[config.mk]
export PLATFORM = sky130hd
export DESIGN_NAME = uart_rx_deframer
export DESIGN_NICKNAME = d
export VERILOG_FILES = /design/src/rtl/uart_rx_deframer.sv
export SDC_FILE = /design/constraint.sdc
export NUM_CORES = 1
export LEC_CHECK = 0
export ABC_AREA = 1
export BUFFER_PORTS_ARGS = -buffer_cell sky130_fd_sc_hd__clkbuf_2
export CORE_MARGIN = 2
export CORE_UTILIZATION = 50
export DETAILED_ROUTE_END_ITERATION = 16
export PLACE_DENSITY = 0.65
export SLEW_MARGIN = 30
export SYNTH_ARGS = -nofsm -noshare
export SYNTH_HDL_FRONTEND = slang
export SYNTH_SLANG_ARGS = --single-unit
[constraint.sdc]
create_clock -name clk -period 3.3 [get_ports clk]
set_input_delay 0.165 -clock clk [delete_from_list [all_inputs] [get_ports clk]]
set_output_delay 0.165 -clock clk [all_outputs]
set_load 0.02 [all_outputs]
[src/rtl/uart_rx_deframer.sv]
module uart_rx_deframer #(
  parameter int DEPTH = 8
) (
  input  logic       clk,
  input  logic       rst_n,
  input  logic       tick,
  input  logic       rxd,
  input  logic [1:0] cfg_wlen,
  input  logic       cfg_par_en,
  input  logic       cfg_even,
  input  logic       cfg_stick,
  input  logic       cfg_two_stop,
  input  logic       cfg_fifo_en,
  output logic       m_valid,
  input  logic       m_ready,
  output logic [7:0] m_data,
  output logic       m_ferr,
  output logic       m_perr,
  output logic       m_brk,
  output logic       m_ovr
);
  localparam int AW = (DEPTH > 1) ? $clog2(DEPTH) : 1;
  localparam int CW = $clog2(DEPTH + 1);
  localparam int EW = 12;

  typedef enum logic [2:0] {S_IDLE, S_START, S_DATA, S_PAR, S_STOP, S_WAITH} st_t;

  st_t          st;
  logic [3:0]   cnt;
  logic [2:0]   bidx;
  logic [7:0]   shreg;
  logic         pbit, perr_r;
  logic         ovr_pend;
  logic [EW-1:0] mem [DEPTH];
  logic [AW-1:0] wr, rd;
  logic [CW-1:0] count;

  logic [2:0] last_idx;
  logic       mid, fin, full, push, pop;
  logic       brk_now;

  assign last_idx = 3'(cfg_wlen) + 3'd4;
  assign mid      = tick && (cnt == 4'd15);
  assign fin      = (st == S_STOP) && mid;
  assign brk_now  = !rxd && (shreg == 8'd0) && !pbit;
  assign full     = cfg_fifo_en ? (count == CW'(DEPTH)) : (count != '0);
  assign push     = fin && !full;
  assign pop      = m_valid && m_ready;

  always_ff @(posedge clk) begin
    if (!rst_n) begin
      st     <= S_IDLE;
      cnt    <= '0;
      bidx   <= '0;
      shreg  <= '0;
      pbit   <= 1'b0;
      perr_r <= 1'b0;
    end else begin
      unique case (st)
        S_IDLE:
          if (tick && !rxd) begin
            st  <= S_START;
            cnt <= '0;
          end
        S_START:
          if (tick) begin
            if (cnt == 4'd6) begin
              cnt <= '0;
              if (!rxd) begin
                st     <= S_DATA;
                bidx   <= '0;
                shreg  <= '0;
                pbit   <= 1'b0;
                perr_r <= 1'b0;
              end else begin
                st <= S_IDLE;
              end
            end else begin
              cnt <= cnt + 4'd1;
            end
          end
        S_DATA:
          if (tick) begin
            if (mid) begin
              cnt         <= '0;
              shreg[bidx] <= rxd;
              bidx        <= bidx + 3'd1;
              if (bidx == last_idx) st <= cfg_par_en ? S_PAR : S_STOP;
            end else begin
              cnt <= cnt + 4'd1;
            end
          end
        S_PAR:
          if (tick) begin
            if (mid) begin
              cnt    <= '0;
              pbit   <= rxd;
              perr_r <= cfg_stick ? (rxd == cfg_even) : ((^shreg ^ rxd) == cfg_even);
              st     <= S_STOP;
            end else begin
              cnt <= cnt + 4'd1;
            end
          end
        S_STOP:
          if (tick) begin
            if (mid) begin
              cnt <= '0;
              st  <= rxd ? S_IDLE : S_WAITH;
            end else begin
              cnt <= cnt + 4'd1;
            end
          end
        S_WAITH:
          if (rxd) st <= S_IDLE;
        default: st <= S_IDLE;
      endcase
    end
  end

  always_ff @(posedge clk) begin
    if (!rst_n) begin
      wr       <= '0;
      rd       <= '0;
      count    <= '0;
      ovr_pend <= 1'b0;
    end else begin
      if (push) begin
        mem[wr]  <= {ovr_pend, brk_now, perr_r, !rxd, shreg};
        wr       <= (wr == AW'(DEPTH - 1)) ? '0 : wr + AW'(1);
        ovr_pend <= 1'b0;
      end else if (fin) begin
        ovr_pend <= 1'b1;
      end
      if (pop) rd <= (rd == AW'(DEPTH - 1)) ? '0 : rd + AW'(1);
      count <= count + CW'(push) - CW'(pop);
    end
  end

  assign m_valid = (count != '0);
  assign {m_ovr, m_brk, m_perr, m_ferr, m_data} = mem[rd];

  AST_FALSE_START: assert property (@(posedge clk) disable iff (!rst_n)
    (st == S_START && tick && cnt == 4'd6 && rxd) |=> (st == S_IDLE)) else $error("false start");
  AST_LOW_STOP_WAITS: assert property (@(posedge clk) disable iff (!rst_n)
    (fin && !rxd) |=> (st == S_WAITH)) else $error("low stop");
  AST_ONE_STOP_ONLY: assert property (@(posedge clk) disable iff (!rst_n)
    (fin && rxd && cfg_two_stop) |=> (st == S_IDLE)) else $error("second stop");
  AST_NO_OVERFLOW: assert property (@(posedge clk) disable iff (!rst_n)
    count <= CW'(DEPTH)) else $error("overflow");
  AST_SINGLE_SLOT: assert property (@(posedge clk) disable iff (!rst_n)
    (!cfg_fifo_en && m_valid && !m_ready && fin) |=> (count == $past(count))) else $error("slot");
  AST_OVR_MARK: assert property (@(posedge clk) disable iff (!rst_n)
    (fin && full) |=> ovr_pend) else $error("overrun mark");
  AST_HOLD: assert property (@(posedge clk) disable iff (!rst_n)
    (m_valid && !m_ready) |=> (m_valid && $stable(m_data) && $stable({m_ovr, m_brk, m_perr, m_ferr}))) else $error("hold");
endmodule

* Word level (Yosys, flattened, before mapping)
Memory sizes are Yosys's and may differ from the RTL's. A register that Yosys moved wholly into a read port is not among the register bits.
Cells that the tools add are included.
** Word-level totals
- Bits in registers :: 31
- RAM bits :: 96
- Input bits :: 12
- Output and inout port bits :: 13
- Word-level logic and storage cells :: 126
- Memories :: 1
** Cells by class
- Add/sub/neg operators :: 7
- Order comparisons :: 2
- Equality and inequality tests :: 26
- Multiplexer cells :: 54
- Bitwise gates (word level) :: 2
- Reductions and logical operators :: 24
** Memories
- mem :: depth 8, bits a word 12, rd ports 1, clocked after memory_dff 1, write ports 1, RTL line 34 : logic [EW-1:0] mem [DEPTH];
** Operators by type and width (number)
- $mux 3 :: 22
- $mux 8 :: 5
- $ne 2x2->1 const B :: 12
- $mux 4 :: 5
- $pmux 3 s6 :: 1
- $pmux 8 s2 :: 1
- $mux 1 :: 13
- $eq 3x3->1 const B :: 4
- $pmux 4 s3 :: 1
- $reduce_and 6->1 :: 2
- $reduce_and 11->1 :: 1
- $add 3x1->3 const B :: 3
- $bwmux 8 :: 1
- $eq 4x4->1 const B :: 2
- $logic_and 1x1->1 :: 8
- $logic_not 8->1 :: 1
- $reduce_xor 8->1 :: 1
- $eq 3x2->1 const B :: 2
- $pmux 3 s2 :: 1
- $add 4x1->4 :: 1
- $add 4x1->4 const B :: 1
- $eq 4x3->1 const B :: 1
- $lt 3x4->1 const B :: 1
- $pmux 1 s2 :: 2
- 19 further kinds :: 23

* Depth between registers and ports, before layout
Gate-level depths: netlist of run 1.
- Depth in word-level cells :: 8
- Mapped depth :: 13
- Gate-level depth less buffers :: 13

* Least setup slack after synthesis of run 1
OpenSTA, ideal clock, no wires.
- Path type :: flip-flop to flip-flop
- Start :: reg cnt[1]
- End :: mem mem[0][0] (enable)
- Data arrival time :: 2.101 ns
- Path slack :: 0.802 ns
- Cell stages (with the launch flop) :: 10
- Path buffers :: 0
- Period minus slack after synthesis :: 2.498 ns
- Path through :: dfxtp_1 ha_1 nand2_1 nor2_1 inv_2 nor2_2 nand3_2 nor2_4 nand2_2 nor3_1
** On the way
- Longest elaborated chain between the ends :: 7
** Ends and longest elaborated chain
- start: declaration :: RTL line 29 : logic [3:0] cnt;
- start signal: assignment :: RTL line 79 : cnt <= cnt + 4'd1;
- start signal: assignment :: RTL line 90 : cnt <= cnt + 4'd1;
- start signal: assignment :: RTL line 101 : cnt <= cnt + 4'd1;
- $eq 4x4->1 :: RTL line 43 : assign mid = tick && (cnt == 4'd15);
- $logic_and 1x1->1 :: RTL line 43
- $logic_and 1x1->1 :: RTL line 44 : assign fin = (st == S_STOP) && mid;
- $logic_and 1x1->1 :: RTL line 47 : assign push = fin && !full;
- $mux 1 :: RTL line 127 : if (push) begin
- $mux 1 :: RTL line 121 : if (!rst_n) begin
- $mux 1 (not written as such) :: RTL line 128 : mem[wr] <= {ovr_pend, brk_now, perr_r, !rxd, shreg};
- end: declaration :: RTL line 34
Every way passes these cells.

* Worst setup path in the final report of run 1
- Start :: reg cnt[1]
- End :: reg count[2]
** On the way
- Longest elaborated chain between the ends :: 6
** Ends and longest elaborated chain
- $eq 4x4->1 :: RTL line 43
- $logic_and 1x1->1 :: RTL line 43
- $logic_and 1x1->1 :: RTL line 44
- $logic_and 1x1->1 :: RTL line 47
- $add 4x1->4 :: RTL line 135 : count <= count + CW'(push) - CW'(pop);
- $sub 4x1->4 :: RTL line 135
- end signal: assignment :: RTL line 135
- end: declaration :: RTL line 36 : logic [CW-1:0] count;
Every way passes these cells.
A chain may end at the register's enable or synchronous reset.

==> results.json, run 1 <==
{
  "clock-sinks": 130,
  "hold_path_class": "primary input to register",
  "nets": 663,
  "ctsHtreeMaxLevel": 4,
  "layout-drive-gt1-share": 0.147,
  "vias": 4373,
  "ioPinCount": 25,
  "grt_pass1_vias": 4155,
  "reg2regPathDepth": 12,
  "yosysWarnings": 0,
  "synth_edf_count": 96,
  "finalPower_mw": 5.01,
  "maxCapViolCount": 0,
  "synth-async-reset-ratio": 0,
  "post_cts_resized": 0,
  "nFillCells": 942,
  "post-route-util": 0.591,
  "syn_area_mm2": 0.00599,
  "drt_first_pass_iters": 5,
  "layout_common_cells": "nand2_1, nor2_1, edfxtp_1",
  "wire_per_inst_um": 15.5,
  "initial_core_util": 0.518,
  "viasPerCell": 5.54,
  "timing.setup.tns_ns": 0,
  "syn_area_per_cell_um2": 9.87,
  "rsz0062_at_grt": "false",
  "remaining_drc_errors": 0,
  "cts_tree": "built",
  "antenna_left": 0,
  "n_antenna_cell": 0,
  "finClkSkew_ns": 0.00791,
  "gp_congestion": 0.811,
  "yosysUniqueCellTypes": 35,
  "grt_max_degree": 37,
  "period_minus_slack_ns": 2.40,
  "die_w_um": 113,
  "overflow": 0,
  "critPathArrivalTime_ns": 2.67,
  "startpoint_type": "register",
  "postCtsSetupRepairBufs": 0,
  "slew_viol_final": 0,
  "status": "complete, no violations",
  "dp_hpwl_um": 7800,
  "cp.required_ns": 3.58,
  "cts_root_buffer": "clkbuf_16",
  "drt-total-wl_um": 12200,
  "ys_seq_elements": 130,
  "grt_pass1_wl_um": 20200,
  "hold_viol": 0,
  "drt_iter0_drc": 203,
  "fin_hold_ws_ns": 0.151,
  "relSlewSlack": 0.436,
  "gr-usage-all-layers": 0.204,
  "worstSetupPathType": "register to register",
  "critPathMaxFanout": 4,
  "hold_buffers": 0,
  "synth.net_count": 637,
  "fp.dieH_um": 113,
  "ys_seq_area_frac": 0.595,
  "dieArea_mm2": 0.0129,
  "ys.flop_type": "edfxtp_1",
  "endpoint_kind": "register",
  "synthCells": 607,
  "worst_pin_slew_ns": 0.846,
  "fmax_mhz": 417,
  "min_period_over_period": 0.727,
  "cts_buffers": 17,
  "layout_commonest_cell": "nand2_1",
  "area_growth_pct": 14.0,
  "antenna_found_initial": 0,
  "fp-row-count": 39,
  "ir_drop_mv": 0.340,
  "design.core.area_mm2": 0.0116,
  "clk_latency_ns": 0.41,
  "setup_viol": 0,
  "clk_pin_slew_worst_paths_ns": 0.05,
  "clock_path_buffers": 2,
  "hold_depth": 6,
  "p_per_area_mw_per_mm2": 734,
  "port_buffers": 23,
  "leakage_nw": 2.58
}
## metal layers
| layer | share of wire | vias up | track usage | wire [um] |
|---|---|---|---|---|
| li1 | - | 2146 | - | - |
| met1 | 0.44 | 2100 | 0.255 | 5420 |
| met2 | 0.49 | 104 | 0.335 | 5970 |
| met3 | 0.041 | 23 | 0.0446 | 497 |
| met4 | 0.026 | 0 | 0.106 | 317 |
| met5 | 0 | - | 0 | 0 |
## final cells by class
class / instances / area (um^2) / area share
Clock buffer: 20 / 437 / 0.0639
Clock inverter: 12 / 116 / 0.0170
Inverter: 54 / 203 / 0.0297
Multi-Input combinational cell: 394 / 2120 / 0.310
Sequential cell: 130 / 3560 / 0.522
Tap cell: 143 / 179 / 0.0262
Timing Repair Buffer: 36 / 213 / 0.0311
## registers in the layout, indices dropped and copies added, names as in the netlist, named ones only
signal and count:
st 3, ovr_pend 1, perr_r 1, wr 3, bidx 3, cnt 4
shreg 8, pbit 1, rd 3, count 4, mem 96
## report_power, final
part           leakage, nW  internal, mW  switching [mW]  total, mW
clock                0.260          1.10           0.650       1.75
sequential            1.14          1.81           0.109       1.92
combinational         1.18         0.450           0.902       1.35
total                 2.58          3.35            1.66       5.01
## stage by stage
step                std cells  setup slack, ns  instance area [um^2]
floorplan                 607            0.802                  5990
global placement          757            0.931                  6270
detailed placement        757            0.892                  6270
CTS                       789            0.881                  6830
global route              789            0.656                  6830
finish                    789            0.901                  6830
## final timing paths
| path | slack [ns] | endpoint | start |
|---|---|---|---|
| max | 0.90 | count[2] | cnt[1] |
| min | 0.15 | perr_r | cfg_stick |
| max reg2reg | 0.90 | count[2] | cnt[1] |
| min reg2reg | 0.49 | pbit | pbit |
## cell usage after synthesis (2+ instances only)
cell type	number	area (um^2)
a21oi_1	19	95.1
a21oi_2	2	17.5
buf_1	4	15.0
buf_2	7	35.0
buf_4	3	22.5
buf_6	3	33.8
clkbuf_1	12	45.0
dfxtp_1	34	681
edfxtp_1	96	2880
ha_1	17	213
inv_1	49	184
inv_2	5	18.8
nand2_1	108	405
nand2_2	7	43.8
nand3_1	26	130
nand3_2	2	20.0
nand4_1	15	93.8
nor2_1	99	372
nor2_2	3	18.8
nor2_4	2	22.5
nor3_1	17	85.1
o21ai_0	38	190
o32ai_1	24	210
xnor2_1	2	17.5
xor2_1	3	26.3
## critical path, cell delays in order (launching register included)
cell,delay [ns]
dfxtp_1,0.38
ha_1,0.18
nand2_1,0.07
nor2_1,0.17
inv_2,0.08
nor2_2,0.14
nand3_2,0.13
ha_1,0.30
inv_1,0.04
ha_1,0.19
fa_1,0.38
xnor2_1,0.16
nor2_1,0.05
## cell families (layout without fill, tap and decap cells)
family,count (synthesis),count (layout),synth area share
flip-flops,130,130,0.595
buffers and inverters,83,122,0.0591
XOR/XNOR,5,5,0.00731
AND/OR/NAND/NOR,282,282,0.205
AO/OA/AOI/OAI,89,89,0.0952
adder cells (fa/ha/maj),18,18,0.0388
Power figures use the tool's default switching activity.
==> run 2: changes to the inputs <==
--- a/config.mk
+++ b/config.mk
@@ -5,12 +5,12 @@
 export SDC_FILE = /design/constraint.sdc
 export NUM_CORES = 1
 export LEC_CHECK = 0
-export ABC_AREA = 1
+export ABC_AREA = 0
 export BUFFER_PORTS_ARGS = -buffer_cell sky130_fd_sc_hd__clkbuf_2
 export CORE_MARGIN = 2
 export CORE_UTILIZATION = 50
 export DETAILED_ROUTE_END_ITERATION = 16
-export PLACE_DENSITY = 0.65
+export PLACE_DENSITY = 0.68
 export SLEW_MARGIN = 30
 export SYNTH_ARGS = -nofsm -noshare
 export SYNTH_HDL_FRONTEND = slang
==> constraint.sdc (replaced) <==
create_clock -name clk -period 2.2 [get_ports clk]
set_input_delay 0.11 -clock clk [delete_from_list [all_inputs] [get_ports clk]]
set_output_delay 0.11 -clock clk [all_outputs]
set_load 0.02 [all_outputs]
==> results.json, run 2 <==
{
  "overflow": 0,
  "min_period_over_period": 1.02,
  "hold_path_class": "primary input to register",
  "dp_hpwl_um": 6730,
  "worstSetupPathType": "register to register",
  "synth_area_leaders": "edfxtp_1, dfxtp_1, mux4_2",
  "ys.flop_type": "edfxtp_1",
  "rsz0062_at_grt": "true",
  "cp_slowest_stage_delay_ns": 0.50,
  "endpoint_kind": "register",
  "critPathArrivalTime_ns": 2.69,
  "initial_core_util": 0.514,
  "syn_area_mm2": 0.00559,
  "p_per_area_mw_per_mm2": 899,
  "layout-drive-gt1-share": 0.348,
  "p_sw_frac": 0.242,
  "grt_pass1_wl_um": 17500,
  "die_w_um": 110,
  "synth_top_area_share": 0.516,
  "area_growth_pct": 29.3,
  "largest_reg_flops": 96,
  "crit_start": "count[2]",
  "synthAdderAreaFrac": 0.0416,
  "fmax_mhz": 446,
  "worst_pin_slew_ns": 0.725,
  "synthTopCellsByCount": "edfxtp_1, dfxtp_1, nand2_1",
  "drt_iter0_drc": 181,
  "violations": "setup timing",
  "ctsHtreeMaxLevel": 4,
  "n_antenna_cell": 0,
  "synthCells": 375,
  "postLayoutCellArea_mm2": 0.00723,
  "clk_pin_slew_worst_paths_ns": 0.06,
  "synth-simple-area-share": 0.0947,
  "cp.required_ns": 2.65,
  "synth-compound-area-share": 0.0423,
  "remaining_drc_errors": 0,
  "synth.most_common_cell": "edfxtp_1",
  "holdCritStartpoint": "cfg_even",
  "power_switching_mw": 1.57,
  "ys_seq_elements": 130,
  "antenna_found_initial": 0,
  "period_minus_slack_ns": 2.24,
  "port_buffers": 23,
  "clock_path_buffers": 2,
  "maxCapViolCount": 0,
  "fin_hold_ws_ns": 0.0417,
  "gr-usage-all-layers": 0.200,
  "cts_tree": "built",
  "synth_top_cell_by_area": "edfxtp_1",
  "path_cells": "inv_1, ha_1, or3b_4, nand2b_4, nand3_2, ha_4, inv_2, ha_4, fa_2, and2_1",
  "finClkSkew_ns": 0.0144,
  "synthMuxAreaShare": 0.144,
  "final_cells": 605,
  "slowest_stage": "fa_2",
  "r2r_start": "count[2]",
  "ioPinCount": 25,
  "drt_first_pass_iters": 6,
  "regMostFlops": "mem",
  "synth_xor_area_frac": 0.0141,
  "relSlewSlack": 0.515,
  "fp-row-count": 38,
  "synth_top_family_by_area": "multiplexers",
  "critPathMaxFanout": 3,
  "reg_top3": "mem (96), shreg (8)",
  "placed_cell_area_mm2": 0.00634,
  "setup_ws_ns": -0.0414,
  "layout_common_cells": "edfxtp_1, buf_4, dfxtp_1",
  "cpMostUsedCell": "ha_4",
  "leakage_nw": 2.80,
  "ir_drop_mv": 0.575,
  "path_buf_inv": 2,
  "grt_max_degree": 25,
  "wire_per_inst_um": 18.7,
  "grt_pass1_vias": 3396,
  "cts_root_buffer": "clkbuf_8",
  "clk_latency_ns": 0.51,
  "hold_depth": 4,
  "yosysWarnings": 0,
  "p_comb_frac": 0.156,
  "hold_viol": 0,
  "place_ws_ns": -0.134,
  "synth.net_count": 405,
  "drt-total-wl_um": 11300,
  "yosysUniqueCellTypes": 53,
  "dp_cells": 561,
  "synth-async-reset-ratio": 0,
  "synth_edf_count": 96,
  "nets": 483,
  "clock-sinks": 130,
  "syn_area_per_cell_um2": 14.9,
  "fp.dieH_um": 110,
  "design.core.area_mm2": 0.0109,
  "reg2regPathDepth": 10,
  "p_clk_frac": 0.424,
  "dieArea_mm2": 0.0120,
  "internal_power_mw": 4.93,
  "slew_viol_final": 0,
  "vias": 3351,
  "antenna_left": 0,
  "nFillCells": 742,
  "multiInputGateArea_mm2": 0.00205,
  "cp.depth": 10,
  "seqCellArea_mm2": 0.00357,
  "status": "complete, but fails checks",
  "ys_seq_area_frac": 0.637,
  "layout_commonest_cell": "edfxtp_1",
  "startpoint_type": "register",
  "setup_viol": 1,
  "critical-path-top-delay-family": "adder cells",
  "viasPerCell": 5.54,
  "post-route-util": 0.664,
  "gp_congestion": 0.846,
  "p_seq_frac": 0.420,
  "cts_buffers": 17
}
==> run 2: cell types whose count changed after synthesis, moves of 8 or more <==
cell     previous run  this run
o21ai_0            38         2
mux2i_1             0        13
a21oi_1            19        11
nand4_1            15         5
nand3_1            26         7
nand2_1           108        29
nor2_1             99        20
nor3_1             17         6
mux4_2              0        24
inv_1              49        18
mux2_2              0        12
o32ai_1            24         0
==> run 2: what timing repair did <==
| item | CTS | global route |
|---|---|---|
| cloned | 1 | 3 |
| endpoints found under the hold margin | 6 | 0 |
| hold buffers | 3 | 0 |
| setup buffers | 3 | 4 |
| resized for setup | 4 | 46 |
| pin swaps | 3 | 6 |
| setup endpoints to repair | 50 | 55 |
==> run 2: path summary, 6_finish.rpt <==
| check | end | slack (ns) |
|---|---|---|
| setup / recovery | count[1] | -0.04 |
| hold / removal | perr_r | 0.04 |
| setup reg to reg | count[1] | -0.04 |
| hold reg to reg | rd[2] | 0.50 |
==> run 2: per-layer routing <==
metal / GRT usage / routed length, um / vias up
met5: 0 / 0 / -
met4: 0.0597 / 144 / 0
met3: 0.0539 / 556 / 15
met2: 0.336 / 5810 / 93
met1: 0.253 / 4780 / 1653
li1: - / - / 1590
==> run 2: cells by family after synthesis <==
kind of cell | count (synthesis)
flops | 130
mux | 49
fa+ha+maj | 18
compound gates | 35
xor+xnor | 9
simple gates | 99
buf+inv | 35
==> run 2: power groups by stage <==
stage	Combinational (mW)	Sequential, mW	Clock (mW)
after floorplan	0.660	2.74	0
after global placement	0.861	2.75	0
after detailed placement	0.899	2.76	0
after CTS	0.955	2.72	2.78
after global routing	1.13	2.73	2.90
final	1.02	2.73	2.75
==> run 2: per-stage QoR <==
step / power [mW] / TNS, ns
6_report: 6.50 / -0.0414
5_1_grt: 6.76 / -1.90
4_1_cts: 6.46 / -0.0805
3_5_place_dp: 3.65 / -1.31
3_3_place_gp: 3.61 / -0.0826
2_1_floorplan: 3.40 / -10.04
==> run 2: tightest hold or removal path: stages <==
cell and delay (ns):
clkbuf_2 0.09, xnor2_1 0.08, xnor2_1 0.14, o22ai_1 0.08
==> run 2: area by class of cell <==
| class | instances | share of cell area |
|---|---|---|
| flip-flops and latches | 130 | 0.494 |
| clock buffers | 18 | 0.0578 |
| repair buffers | 75 | 0.107 |
| multi-input cells | 210 | 0.284 |
| well taps | 140 | 0.0242 |
| inverters | 19 | 0.0102 |
| clock inverters | 13 | 0.0225 |
==> run 3: changes to the inputs <==
--- a/config.mk
+++ b/config.mk
@@ -6,11 +6,11 @@
 export NUM_CORES = 1
 export LEC_CHECK = 0
 export ABC_AREA = 0
-export BUFFER_PORTS_ARGS = -buffer_cell sky130_fd_sc_hd__clkbuf_2
 export CORE_MARGIN = 2
 export CORE_UTILIZATION = 50
 export DETAILED_ROUTE_END_ITERATION = 16
-export PLACE_DENSITY = 0.68
+export DONT_BUFFER_PORTS = 1
+export PLACE_DENSITY = 0.66
 export SLEW_MARGIN = 30
 export SYNTH_ARGS = -nofsm -noshare
 export SYNTH_HDL_FRONTEND = slang
==> results.json, run 3 (synthesized netlist as in run 2, its figures left out) <==
{
  "clock-sinks": 130,
  "hold_viol": 3,
  "cts_buffers": 17,
  "startpoint_type": "register",
  "cts_tree": "built",
  "period_minus_slack_ns": 2.22,
  "fp.dieH_um": 110,
  "port_buffers": 0,
  "grt_pass1_wl_um": 17400,
  "initial_core_util": 0.514,
  "hold_buffers": 18,
  "reg2regPathDepth": 9,
  "fin_hold_ws_ns": -0.287,
  "p_per_area_mw_per_mm2": 897,
  "area_growth_pct": 26.6,
  "grt_pass1_vias": 3414,
  "status": "complete, but fails checks",
  "dieArea_mm2": 0.0120,
  "clk_pin_slew_worst_paths_ns": 0.06,
  "vias": 3311,
  "viasPerCell": 5.61,
  "regToRegSetupSlack_ns": -0.02,
  "finClkSkew_ns": 0.00789,
  "worst_pin_slew_ns": 0.698,
  "remaining_drc_errors": 0,
  "n_antenna_cell": 0,
  "min_period_over_period": 1.01,
  "maxCapViolCount": 0,
  "place_ws_ns": -0.0995,
  "wire_per_inst_um": 18.4,
  "die_w_um": 110,
  "layout-drive-gt1-share": 0.311,
  "violations": "hold timing, setup timing",
  "nets": 467,
  "endpoint_kind": "register",
  "relSlewSlack": 0.534,
  "reg_top3": "mem (96), shreg (8)",
  "drt_iter0_drc": 199,
  "clock_path_buffers": 2,
  "layout_commonest_cell": "edfxtp_1",
  "drt_first_pass_iters": 4,
  "regMostFlops": "mem",
  "overflow": 0,
  "fmax_mhz": 451,
  "slew_viol_final": 0,
  "rsz0062_at_grt": "true",
  "drt-total-wl_um": 10800,
  "timing.setup.tns_ns": -0.0166,
  "dp_cells": 535,
  "design.core.area_mm2": 0.0109,
  "r2r_start": "cnt[0]",
  "hold_path_class": "primary input to register",
  "gp_congestion": 0.852,
  "grt_max_degree": 25,
  "setup_viol": 1,
  "nFillCells": 776,
  "critPathMaxFanout": 3,
  "critPathArrivalTime_ns": 2.68,
  "crit_start": "cnt[0]",
  "gr-usage-all-layers": 0.199,
  "cp.required_ns": 2.67,
  "cts_root_buffer": "clkbuf_8",
  "reg2reg_to": "count[1]",
  "post-route-util": 0.650,
  "worstSetupPathType": "register to register",
  "largest_reg_flops": 96,
  "finalPower_mw": 6.35,
  "antenna_left": 0,
  "fp-row-count": 38,
  "leakage_nw": 2.65,
  "final_cells": 590,
  "ctsHtreeMaxLevel": 4,
  "ioPinCount": 25,
  "layout_common_cells": "edfxtp_1, buf_4, dfxtp_1",
  "setup_ws_ns": -0.0166,
  "dp_hpwl_um": 6550,
  "antenna_found_initial": 0,
  "ir_drop_mv": 0.598,
  "setup.worst_path.end": "count[1]",
  "clk_latency_ns": 0.52
}
## run 3: cell types whose count changed in the layout (fill, tap and decap cells not counted), moves of 2 or more
cell	change
buf_6	-11
buf_4	-3
clkbuf_2	-11
clkbuf_16	-2
dlygate4sd3_1	+12
mux2_2	+7
mux2_4	-7
clkinvlp_4	+4
clkinv_4	-2
## run 3: report_power, final
group | switching (mW) | leakage [nW] | internal (mW)
combinational | 0.450 | 1.03 | 0.463
sequential | 0.0421 | 1.35 | 2.66
clock | 1.02 | 0.264 | 1.71
total | 1.51 | 2.65 | 4.84
## run 3: worst min-delay path by stage
stage | start | end | slack (ns) | cells past startpoint
5_1_grt | rst_n | count[0] | -0.30 | 1
3_3_place_gp | rst_n | count[1] | 0.23 | 1
6_report | rst_n | count[0] | -0.29 | 1
3_5_place_dp | rst_n | count[0] | 0.24 | 1
4_1_cts | rst_n | count[0] | -0.30 | 1
2_1_floorplan | rst_n | perr_r | 0.29 | 2
## run 3: area by class of cell
class / instances / area [um^2] / area share
Tap cell: 140 / 175 / 0.0247
Timing Repair Buffer: 59 / 618 / 0.0873
Inverter: 19 / 73.8 / 0.0104
Clock inverter: 14 / 165 / 0.0233
Clock buffer: 18 / 418 / 0.0590
Multi-Input combinational cell: 210 / 2060 / 0.291
Sequential cell: 130 / 3570 / 0.504
## run 3: per-layer routing
metal | up-vias | track usage | share of wire
li1 | 1564 | - | -
met1 | 1667 | 0.248 | 0.43
met2 | 66 | 0.338 | 0.52
met3 | 14 | 0.0510 | 0.037
met4 | 0 | 0.0678 | 0.015
met5 | - | 0 | 0
## run 3: through the flow
| stage | instance area [um^2] | hold WS, ns |
|---|---|---|
| 3_3_place_gp | 6210 | 0.235 |
| 2_1_floorplan | 5720 | 0.288 |
| 5_1_grt | 7080 | -0.296 |
| 4_1_cts | 7010 | -0.295 |
| 6_report | 7080 | -0.287 |
| 3_5_place_dp | 6210 | 0.244 |
## run 3: critical path: stages, from the launching register on
cell and delay (ns):
dfxtp_2 0.35, ha_4 0.13, nand4_1 0.15, nor4b_4 0.32, nand3_4 0.14, ha_4 0.28
inv_2 0.03, ha_4 0.15, fa_2 0.50, and2_1 0.10
## run 3: timing repair
item                                    in CTS  in global routing
pin swaps                                    6                  6
gates cloned                                 0                  1
resized for setup                            2                 12
endpoints found under the setup margin      27                 73
buffers inserted                             3                  5
endpoints found under the hold margin       42                  3
